**src/rtl/rdr_pkg.sv**
```systemverilog
`timescale 1ns/1ps
package rdr_pkg;
  typedef enum logic [1:0] {
    RD_IDLE = 2'd0,
    RD_HIGH = 2'd1,
    RD_LOW  = 2'd2
  } rd_state_t;
endpackage

```
**src/rtl/rdr_sync.sv**
```systemverilog
`timescale 1ns/1ps
module rdr_sync #(
  parameter int STAGES = 2
) (
  input  logic clk,
  input  logic rst,
  input  logic async_i,
  output logic sync_o
);
  logic [STAGES-1:0] chain_q;

  always_ff @(posedge clk) begin
    if (rst) chain_q <= '1;
    else     chain_q <= {chain_q[STAGES-2:0], async_i};
  end

  assign sync_o = chain_q[STAGES-1];
endmodule

```
**src/rtl/rdr_phase_timer.sv**
```systemverilog
`timescale 1ns/1ps
module rdr_phase_timer #(
  parameter int PHASE_W = 8
) (
  input  logic               clk,
  input  logic               rst,
  input  logic               run_i,
  input  logic [PHASE_W-1:0] len_i,
  output logic               done_o
);
  logic [PHASE_W-1:0] cnt_q;

  assign done_o = run_i && (cnt_q == len_i - PHASE_W'(1));

  always_ff @(posedge clk) begin
    if (rst || !run_i) cnt_q <= '0;
    else if (done_o)   cnt_q <= '0;
    else               cnt_q <= cnt_q + PHASE_W'(1);
  end


  phase_bound_chk: assert property (@(posedge clk) disable iff (rst)
    run_i |-> (cnt_q < len_i));
endmodule

```
**src/rtl/rdr_shift.sv**
```systemverilog
`timescale 1ns/1ps
module rdr_shift #(
  parameter int WORD_W = 24
) (
  input  logic              clk,
  input  logic              rst,
  input  logic              sample_i,
  input  logic              last_i,
  input  logic              bit_i,
  output logic [WORD_W-1:0] word_o,
  output logic              vld_o
);
  logic [WORD_W-1:0] shreg_q;
  logic [WORD_W-1:0] next_w;

  assign next_w = {shreg_q[WORD_W-2:0], bit_i};

  always_ff @(posedge clk) begin
    if (rst) begin
      shreg_q <= '0;
      word_o  <= '0;
      vld_o   <= 1'b0;
    end else begin
      vld_o <= 1'b0;
      if (sample_i) begin
        shreg_q <= next_w;
        if (last_i) begin
          word_o <= next_w;
          vld_o  <= 1'b1;
        end
      end
    end
  end


  vld_single_chk: assert property (@(posedge clk) disable iff (rst)
    vld_o |=> !vld_o);

  word_hold_chk: assert property (@(posedge clk) disable iff (rst)
    !vld_o |=> (!vld_o |-> $stable(word_o)));
endmodule

```
**src/rtl/ready_data_reader.sv**
```systemverilog
`timescale 1ns/1ps
module ready_data_reader
  import rdr_pkg::*;
#(
  parameter int WORD_W    = 24,
  parameter int PHASE_W   = 8,
  parameter int MIN_PHASE = 10
) (
  input  logic               clk,
  input  logic               rst,
  input  logic               sdata_i,
  input  logic [PHASE_W-1:0] cfg_phase_i,
  input  logic               cfg_flush_i,
  output logic               sclk_o,
  output logic [WORD_W-1:0]  word_o,
  output logic               word_vld_o
);
  localparam int CNT_W = $clog2(WORD_W + 2);
  localparam logic [PHASE_W-1:0] MIN_P  = PHASE_W'(MIN_PHASE);
  localparam logic [CNT_W-1:0]   LAST_D = CNT_W'(WORD_W);
  localparam logic [CNT_W-1:0]   LAST_F = CNT_W'(WORD_W + 1);

  rd_state_t          st_q;
  logic               line;
  logic               armed_q, prev_low_q, flush_q;
  logic [PHASE_W-1:0] plen_q;
  logic [CNT_W-1:0]   pulses_q;
  logic               phase_done, start, sample;

  rdr_sync #(.STAGES(2)) u_sync (
    .clk(clk), .rst(rst), .async_i(sdata_i), .sync_o(line)
  );

  rdr_phase_timer #(.PHASE_W(PHASE_W)) u_timer (
    .clk(clk), .rst(rst), .run_i(st_q != RD_IDLE),
    .len_i(plen_q), .done_o(phase_done)
  );

  assign start  = (st_q == RD_IDLE) && armed_q && !line && prev_low_q;
  assign sample = (st_q == RD_HIGH) && phase_done && (pulses_q < LAST_D);

  rdr_shift #(.WORD_W(WORD_W)) u_shift (
    .clk(clk), .rst(rst), .sample_i(sample),
    .last_i(pulses_q == LAST_D - CNT_W'(1)), .bit_i(line),
    .word_o(word_o), .vld_o(word_vld_o)
  );

  always_ff @(posedge clk) begin
    if (rst) begin
      st_q       <= RD_IDLE;
      sclk_o     <= 1'b0;
      armed_q    <= 1'b0;
      prev_low_q <= 1'b0;
      flush_q    <= 1'b0;
      plen_q     <= MIN_P;
      pulses_q   <= '0;
    end else begin
      case (st_q)
        RD_IDLE: begin
          prev_low_q <= !line;
          if (line) armed_q <= 1'b1;
          if (start) begin
            st_q     <= RD_HIGH;
            sclk_o   <= 1'b1;
            plen_q   <= (cfg_phase_i < MIN_P) ? MIN_P : cfg_phase_i;
            flush_q  <= cfg_flush_i;
            pulses_q <= '0;
          end
        end
        RD_HIGH: begin
          if (phase_done) begin
            st_q     <= RD_LOW;
            sclk_o   <= 1'b0;
            pulses_q <= pulses_q + CNT_W'(1);
          end
        end
        RD_LOW: begin
          if (phase_done) begin
            if (pulses_q == (flush_q ? LAST_F : LAST_D)) begin
              st_q       <= RD_IDLE;
              armed_q    <= 1'b0;
              prev_low_q <= 1'b0;
            end else begin
              st_q   <= RD_HIGH;
              sclk_o <= 1'b1;
            end
          end
        end
        default: begin
          st_q   <= RD_IDLE;
          sclk_o <= 1'b0;
        end
      endcase
    end
  end


  idle_clk_low_chk: assert property (@(posedge clk) disable iff (rst)
    (st_q == RD_IDLE) |-> !sclk_o);

  pulse_limit_chk: assert property (@(posedge clk) disable iff (rst)
    pulses_q <= LAST_F);

  disarmed_stay_chk: assert property (@(posedge clk) disable iff (rst)
    (st_q == RD_IDLE && !armed_q) |=> (st_q == RD_IDLE));
endmodule

```
**config.mk**
```make
export PLATFORM = sky130hd
export DESIGN_NAME = ready_data_reader
export DESIGN_NICKNAME = d
export VERILOG_FILES = /design/src/rtl/rdr_pkg.sv /design/src/rtl/rdr_sync.sv /design/src/rtl/rdr_phase_timer.sv /design/src/rtl/rdr_shift.sv /design/src/rtl/ready_data_reader.sv
export SDC_FILE = /design/constraint.sdc
export NUM_CORES = 1
export LEC_CHECK = 0
export ABC_CLOCK_PERIOD_IN_PS = 3500
export BUFFER_PORTS_ARGS = -buffer_cell sky130_fd_sc_hd__buf_2
export CORE_ASPECT_RATIO = 1.25
export CORE_MARGIN = 2
export CORE_UTILIZATION = 58
export CTS_CLUSTER_DIAMETER = 120
export DETAILED_ROUTE_END_ITERATION = 12
export PLACE_DENSITY_LB_ADDON = 0.08
export SLEW_MARGIN = 10
export SYNTH_ARGS = -nofsm -noshare
export SYNTH_HDL_FRONTEND = slang
export SYNTH_HIERARCHICAL = 1
export SYNTH_SLANG_ARGS = --single-unit
```
**constraint.sdc**
```tcl
create_clock -name clk -period 3.5 [get_ports clk]
set_input_delay 0.35 -clock clk [delete_from_list [all_inputs] [get_ports clk]]
set_output_delay 0.35 -clock clk [all_outputs]
set_load 0.005 [all_outputs]
```
==> results of run 1 <==
-- sequential cells by signal, summed over array words and instances, names as in the netlist --
name	flops
prev_low_q	1
pulses_q	5
sclk_o	1
u_shift/vld_o	1
u_shift/word_o	24
plen_q	8
armed_q	1
u_shift/shreg_q	23
u_timer/cnt_q	8
flush_q	1
st_q	2
u_sync/chain_q	2
-- area by class of cell --
cell class                 instances  share of cell area [%]
inverter                           7                   0.675
clock inverter                     7                    2.06
timing repair buffer              46                    7.45
clock buffer                       9                    3.18
sequential                        77                    39.6
multi-input combinational        259                    44.9
tap                               66                    2.12
-- worst max path at each step --
stage | startpoint | endpoint | slack, ns | depth (start not counted)
5_1_grt | plen_q[0] | u_shift/shreg_q[8] | 0.46 | 12
6_report | plen_q[0] | u_shift/shreg_q[6] | 0.66 | 12
3_5_place_dp | plen_q[0] | u_shift/shreg_q[6] | 0.69 | 12
2_1_floorplan | plen_q[0] | u_shift/shreg_q[0] | 0.76 | 13
3_3_place_gp | plen_q[0] | u_shift/shreg_q[3] | 0.78 | 12
4_1_cts | plen_q[0] | u_shift/shreg_q[6] | 0.68 | 12
-- where the power goes --
part	leakage, nW	total, mW	switching, mW	internal (mW)
sequential	0.621	0.880	0.00238	0.877
clock	0.0968	0.682	0.344	0.338
combinational	0.716	0.0280	0.0186	0.00937
total	1.43	1.59	0.365	1.22
-- routing by layer --
| metal | GRT usage, % | vias up |
|---|---|---|
| li1 | - | 1391 |
| met1 | 26.8 | 1298 |
| met2 | 34.0 | 49 |
| met3 | 5.02 | 13 |
| met4 | 10.2 | 0 |
| met5 | 0 | - |
-- placed cells by master, fill, tap and decap left out, types with 3 or more instances in the layout --
master / n
sky130_fd_sc_hd__a31oi_1: 4
sky130_fd_sc_hd__nand2b_1: 4
sky130_fd_sc_hd__nor4_1: 4
sky130_fd_sc_hd__a211oi_1: 10
sky130_fd_sc_hd__nand2_1: 10
sky130_fd_sc_hd__dfxtp_1: 77
sky130_fd_sc_hd__and3b_1: 3
sky130_fd_sc_hd__ha_1: 3
sky130_fd_sc_hd__xor2_1: 7
sky130_fd_sc_hd__inv_1: 7
sky130_fd_sc_hd__nor2_1: 31
sky130_fd_sc_hd__buf_4: 6
sky130_fd_sc_hd__o21ai_0: 14
sky130_fd_sc_hd__nand3_1: 33
sky130_fd_sc_hd__buf_2: 37
sky130_fd_sc_hd__a21bo_1: 24
sky130_fd_sc_hd__clkbuf_8: 9
sky130_fd_sc_hd__inv_6: 3
sky130_fd_sc_hd__nor3_1: 3
sky130_fd_sc_hd__a21oi_1: 37
sky130_fd_sc_hd__mux2i_1: 24
sky130_fd_sc_hd__xnor2_1: 11
sky130_fd_sc_hd__buf_12: 3
-- logic make-up after synthesis --
family,count (synthesis),share of synthesized area [%]
adders and majority gates,3,1.08
buffers and inverters,34,5.78
xor gates and xnor gates,18,4.52
DFF,77,44.2
AOI/OAI and AO/OA,104,21.0
muxes,24,6.89
and+or+nand+nor,110,16.5
-- critical path, cell delays in order (launching register included) --
cell and delay [ns]:
sky130_fd_sc_hd__dfxtp_1 0.45, sky130_fd_sc_hd__inv_1 0.07, sky130_fd_sc_hd__ha_1 0.30, sky130_fd_sc_hd__xnor2_1 0.13, sky130_fd_sc_hd__a21oi_1 0.11, sky130_fd_sc_hd__o2111ai_1 0.19
sky130_fd_sc_hd__nor4_4 0.22, sky130_fd_sc_hd__and2_1 0.19, sky130_fd_sc_hd__and3b_1 0.22, sky130_fd_sc_hd__and2_2 0.35, sky130_fd_sc_hd__buf_12 0.21, sky130_fd_sc_hd__mux2i_1 0.21
sky130_fd_sc_hd__nor2_1 0.05
-- metrics by stage --
step                area, µm²  power [mW]
CTS                      3890        1.61
floorplan                3490       0.917
detailed placement       3690       0.929
finish                   3890        1.59
global route             3890        1.65
global placement         3690       0.928
==> summary.txt, run 1 <==
Cells and area
  • Fraction of the core area covered by cells at the end of the flow: 66.9%
  • Area growth from synthesis to layout: 11.7%
  • Multi-input combinational cell area: 1750 µm²
  • Diode count: 0
  • Final nets: 415
  • Register area: 1540 µm²
  • Layout cell share with drive strength beyond 1: 17.5%
  • Fill cell instance count of the final layout: 485
  • Number of standard cells in the final layout excluding fillers: 471

Detailed routing
  • Antenna Nets Post-Route: 0
  • Wire length the detailed router placed on met1: 3080 µm
  • Vias per std cell: 5.84
  • Initial detailed-routing violation count: 75
  • Number of detailed-route iterations in the first pass: 4
  • Amount of wire on met3 after detailed routing: 198 µm
  • Met2 layer wire length in the routed design: 3320 µm
  • Drt drc: 0
  • Sum of routed wire length over all layers: 6730 µm
  • Max layer used: met4
  • Via count: 2751
  • Detail-routed net length per standard cell: 14.3 µm

GRT
  • Sum of overflow across all layers after global routing: 0
  • Maximum number of pins on one net before global-route repair: 50
  • First-pass GRT wire length: 11400 µm
  • Initial antenna violation count: 0
  • GRT Resource Usage Total: 21.4%
  • Number of global-route vias before repair: 2536

Placement
  • Place WS: 0.689 ns
  • Placed cell count: 455
  • Placer Congestion: 0.932
  • Quantity of I/O buffers inserted on ports: 37
  • HPWL reported at the end of detailed placement: 4450 µm

Timing
  • Final-layout worst hold slack: 0.206 ns
  • Max Fclk: 352 MHz
  • Relative max-transition margin: 63.3%
  • Post-route clock skew: 0.00921 ns
  • Number of pins with negative max-slew slack in the final report: 0
  • Final hold vios: 0
  • Setup TNS Final: 0 ns
  • Final setup violation count: 0
  • Post-route worst setup slack: 0.658 ns
  • Unrepaired setup endpoints after global routing: false
  • Final cycle utilization of the critical path: 81.2%
  • Period minus WS final: 2.84 ns
  • Transition time at the pin with the least slew margin: 0.545 ns

Power
  • Total power divided by cell area: 408 nW/µm²
  • Maximum vdd ir drop: 0.317 mV
  • Leakage power: 1.43 nW

Hold path
  • Worst min-delay path class: primary input to flop
  • HP Start: sdata_i
  • Worst Hold End: u_sync/chain_q[0]
  • Hold Crit Depth: 2

Synth
  • Syn_area_per_cell: 9.42 µm²
  • Synth async-reset ratio: 0%
  • Sequential share of the synthesized area: 44.2%
  • Number of unique standard cell types used by synthesis: 48
  • Predominant post-synthesis flop cell: sky130_fd_sc_hd__dfxtp_1
  • Synthesized net count: 385
  • Post-synth EDFFs: 0
  • Flip-flop and latch count after synthesis: 77
  • Cell taking the most area after synthesis: sky130_fd_sc_hd__dfxtp_1
  • Synth top area cells: sky130_fd_sc_hd__dfxtp_1 (44%), sky130_fd_sc_hd__a21bo_1 (6.9%), sky130_fd_sc_hd__mux2i_1 (6.9%)
  • Cell with the most instances after synthesis: sky130_fd_sc_hd__dfxtp_1
  • Summed instance area of the synthesized netlist: 3490 µm²
  • Instance count of the mapped netlist: 370
  • Commonest cells in the synthesized netlist: sky130_fd_sc_hd__dfxtp_1 (77), sky130_fd_sc_hd__a21oi_1 (37), sky130_fd_sc_hd__nand3_1 (33)
  • Area share of the largest cell type after synthesis: 44.2%
  • Total of warnings raised by yosys: 6

Worst setup path
  • Required @ worst endpoint: 3.72 ns
  • Type of the setup path with the least slack: flop to flop
  • Worst Setup End Kind: flop
  • R2R Path End: u_shift/shreg_q[6]
  • R2R cell count: 12
  • Crit path DAT: 3.06 ns
  • Internal reg-to-reg setup slack: 0.66 ns
  • Largest fanout on the critical path: 24
  • Reg2Reg Launch Point: plen_q[0]
  • Critical path startpoint category: flop

Clock network
  • Clk Tree Root Cell: sky130_fd_sc_hd__clkbuf_8
  • # Post-CTS Setup Buffers: 0
  • Max Root-Sink Buffers: 2
  • Worst-skew pair later-pin latency: 0.34 ns
  • Count of hold-fix buffers inserted at cts: 0
  • Clock buffer count from CTS: 9
  • Sink Count: 77
  • H-tree lvl count: 3
  • Reg clk slew, reported paths: 0.08 ns
  • Post-cts repair resize count: 0
  • TritonCTS clock tree: yes

Floorplan
  • Horizontal die dimension: 73.4 µm
  • Number of core rows: 31
  • I/O pin count: 38
  • Effective utilization at floorplan: 59.9%
  • Y dimension of the die: 90.7 µm
  • Die area: 6650 µm²
  • Total core area: 5820 µm²

Job
  • Max capacitance violation total: 0

Run status
  • Status: completed
No activity file was read; power rests on OpenSTA's default activity.
==> run 2: changes to the inputs <==
--- a/config.mk
+++ b/config.mk
@@ -5,11 +5,11 @@
 export SDC_FILE = /design/constraint.sdc
 export NUM_CORES = 1
 export LEC_CHECK = 0
-export ABC_CLOCK_PERIOD_IN_PS = 3500
+export ABC_CLOCK_PERIOD_IN_PS = 2350
 export BUFFER_PORTS_ARGS = -buffer_cell sky130_fd_sc_hd__buf_2
 export CORE_ASPECT_RATIO = 1.25
 export CORE_MARGIN = 2
-export CORE_UTILIZATION = 58
+export CORE_UTILIZATION = 52
 export CTS_CLUSTER_DIAMETER = 120
 export DETAILED_ROUTE_END_ITERATION = 12
 export PLACE_DENSITY_LB_ADDON = 0.08
==> constraint.sdc (replaced) <==
create_clock -name clk -period 2.35 [get_ports clk]
set_input_delay 0.235 -clock clk [delete_from_list [all_inputs] [get_ports clk]]
set_output_delay 0.235 -clock clk [all_outputs]
set_load 0.005 [all_outputs]
==> run 2 against run 1 <==
Critical path depth increased by 1; critical path type unchanged; the run now ends with setup timing left; routed wire length up 11%; global-route usage shrank 1.4 points; clock-buffer cell count grew 2; via count increased by 5.3%; design area is 12% higher; critical endpoint is now u_shift/shreg_q[10]; cell count rose by 10%; utilization hardly changed; clock power is 51% higher; die area increased by 11%.
==> summary.txt, run 2 (synthesized netlist as in run 1, its figures left out) <==
Power
  • Leakage power: 1.65 nW
  • Maximum vdd ir drop: 0.459 mV
  • Internal: 1.87 mW
  • Total power divided by cell area: 548 nW/µm²
  • Clock Power Share: 43.2%
  • Sequential Power Share: 54.7%
  • Proportion of power drawn by combinational gates: 2.1%
  • Net switching power figure: 0.517 mW
  • Switching power as a share of total power: 21.6%

Timing
  • Transition time at the pin with the least slew margin: 0.476 ns
  • Final hold vios: 0
  • Max Fclk: 411 MHz
  • Setup TNS Final: -1.34 ns
  • Post-route clock skew: 0.00907 ns
  • Relative max-transition margin: 67.9%
  • Post-route worst setup slack: -0.0861 ns
  • Period minus WS final: 2.44 ns
  • Unrepaired setup endpoints after global routing: true
  • Number of pins with negative max-slew slack in the final report: 0
  • Final cycle utilization of the critical path: 104%
  • Final setup violation count: 30

Placement
  • Quantity of I/O buffers inserted on ports: 37
  • Placer Congestion: 0.834
  • Placed cell count: 489
  • HPWL reported at the end of detailed placement: 4670 µm

Cells and area
  • Layout cell share with drive strength beyond 1: 26.9%
  • Diode count: 0
  • Most used cells in the layout excluding fill and tap cells: sky130_fd_sc_hd__dfxtp_1 (75), sky130_fd_sc_hd__buf_2 (37), sky130_fd_sc_hd__nand3_1 (32), sky130_fd_sc_hd__a21oi_1 (32), sky130_fd_sc_hd__nor2_1 (30)
  • Register ranked first by flip-flop count: u_shift/word_o
  • Fraction of the core area covered by cells at the end of the flow: 66.9%
  • Final nets: 442
  • Number of flip-flops in the largest register: 24
  • Number of standard cells in the final layout excluding fillers: 519
  • Leading cell type in the layout, fill and taps excluded: sky130_fd_sc_hd__dfxtp_1
  • Regs by FF count: u_shift/word_o (24), u_shift/shreg_q (23)
  • Area growth from synthesis to layout: 25.2%

Detailed routing
  • Via count: 2896
  • Sum of routed wire length over all layers: 7500 µm
  • Antenna Nets Post-Route: 0
  • Number of detailed-route iterations in the first pass: 5
  • Drt drc: 0
  • Vias per std cell: 5.58
  • Detail-routed net length per standard cell: 14.4 µm
  • Initial detailed-routing violation count: 126

Clock network
  • H-tree lvl count: 3
  • TritonCTS clock tree: yes
  • Clock buffer count from CTS: 9
  • Count of hold-fix buffers inserted at cts: 0
  • Sink Count: 77
  • Max Root-Sink Buffers: 2
  • Worst-skew pair later-pin latency: 0.34 ns
  • Clk Tree Root Cell: sky130_fd_sc_hd__clkbuf_8
  • Reg clk slew, reported paths: 0.08 ns

GRT
  • First-pass GRT wire length: 12000 µm
  • Maximum number of pins on one net before global-route repair: 50
  • Sum of overflow across all layers after global routing: 0
  • Number of global-route vias before repair: 2627
  • GRT Resource Usage Total: 20.0%
  • Initial antenna violation count: 0

Floorplan
  • Y dimension of the die: 95.6 µm
  • Number of core rows: 33
  • Die area: 7380 µm²
  • Total core area: 6520 µm²
  • I/O pin count: 38
  • Horizontal die dimension: 77.2 µm
  • Effective utilization at floorplan: 53.5%

Run status
  • Status: finished with violations
  • Violated checks: setup timing

Job
  • Max capacitance violation total: 0

Worst setup path
  • Required @ worst endpoint: 2.56 ns
  • Worst Setup End Kind: flop
  • Crit path DAT: 2.65 ns
  • Largest fanout on the critical path: 6
  • Critical path startpoint category: flop
  • Type of the setup path with the least slack: flop to flop

Hold path
  • Worst min-delay path class: primary input to flop
[run 2: cell types whose count changed in the layout (fill, tap and decap cells not counted), moves of 3 or more]
cell	change
sky130_fd_sc_hd__a21oi_2	+5
sky130_fd_sc_hd__buf_12	+4
sky130_fd_sc_hd__a21oi_1	-5
sky130_fd_sc_hd__buf_4	+16
sky130_fd_sc_hd__clkbuf_16	+3
[run 2: area by class of cell]
type / instances / area, µm²
inverters: 7 / 26.3
multi-input cells: 259 / 1830
clock buffers: 11 / 151
flip-flops and latches: 77 / 1550
repair buffers: 73 / 643
clock inverters: 5 / 57.6
fillers: 566 / 2160
well taps: 87 / 109
[run 2: worst paths after layout]
| check | start | end | slack (ns) | depth (start not counted) |
|---|---|---|---|---|
| worst max register to register | plen_q[0] | u_shift/shreg_q[10] | -0.09 | 13 |
| worst max-delay path | plen_q[0] | u_shift/shreg_q[10] | -0.09 | 13 |
| worst min-delay path | sdata_i | u_sync/chain_q[0] | 0.11 | 2 |
| worst min register to register | u_sync/chain_q[0] | u_sync/chain_q[1] | 0.41 | 1 |
[run 2: through the flow]
stage                     setup WS (ns)  total power, mW  hold WS [ns]  instance area (µm²)
after CTS                       -0.0566             2.41        0.0920                 4150
after global routing             -0.239             2.47        0.0917                 4370
final                           -0.0861             2.39         0.110                 4370
after detailed placement         -0.197             1.39         0.392                 3850
after floorplan                  -0.319             1.36         0.332                 3510
after global placement           -0.129             1.39         0.390                 3850
[run 2: what timing repair did]
| item | in CTS | in global routing |
|---|---|---|
| pin swaps | 4 | 12 |
| setup endpoints to repair | 51 | 52 |
| gates resized for setup | 6 | 13 |
| cloned | 2 | 4 |
| setup buffers | 1 | 7 |
[run 2: power by group through the flow]
stage	sequential (mW)	combinational (mW)	clock (mW)
2_1_floorplan	1.34	0.0256	0
3_3_place_gp	1.34	0.0469	0
3_5_place_dp	1.34	0.0478	0
4_1_cts	1.31	0.0479	1.06
5_1_grt	1.31	0.0540	1.11
6_report	1.31	0.0492	1.03
[run 2: worst max-delay path, stage by stage, from the launching register on]
cell                        delay [ns]
sky130_fd_sc_hd__dfxtp_4          0.36
sky130_fd_sc_hd__inv_2            0.04
sky130_fd_sc_hd__ha_4             0.23
sky130_fd_sc_hd__xnor2_2          0.13
sky130_fd_sc_hd__a21oi_2          0.13
sky130_fd_sc_hd__o2111ai_2        0.15
sky130_fd_sc_hd__nor4_4           0.19
sky130_fd_sc_hd__and2_4           0.19
sky130_fd_sc_hd__and3b_1          0.17
sky130_fd_sc_hd__and2_4           0.20
sky130_fd_sc_hd__buf_4            0.13
sky130_fd_sc_hd__buf_12           0.11
sky130_fd_sc_hd__mux2i_1          0.23
sky130_fd_sc_hd__nor2_1           0.06
[run 2: metal layers]
layer / part of all wire (%) / track usage [%] / vias up
met5: 0 / 0 / -
met1: 45 / 25.6 / 1374
met2: 50 / 33.3 / 67
li1: - / - / 1447
met3: 3.4 / 2.56 / 8
met4: 1.7 / 10.4 / 0
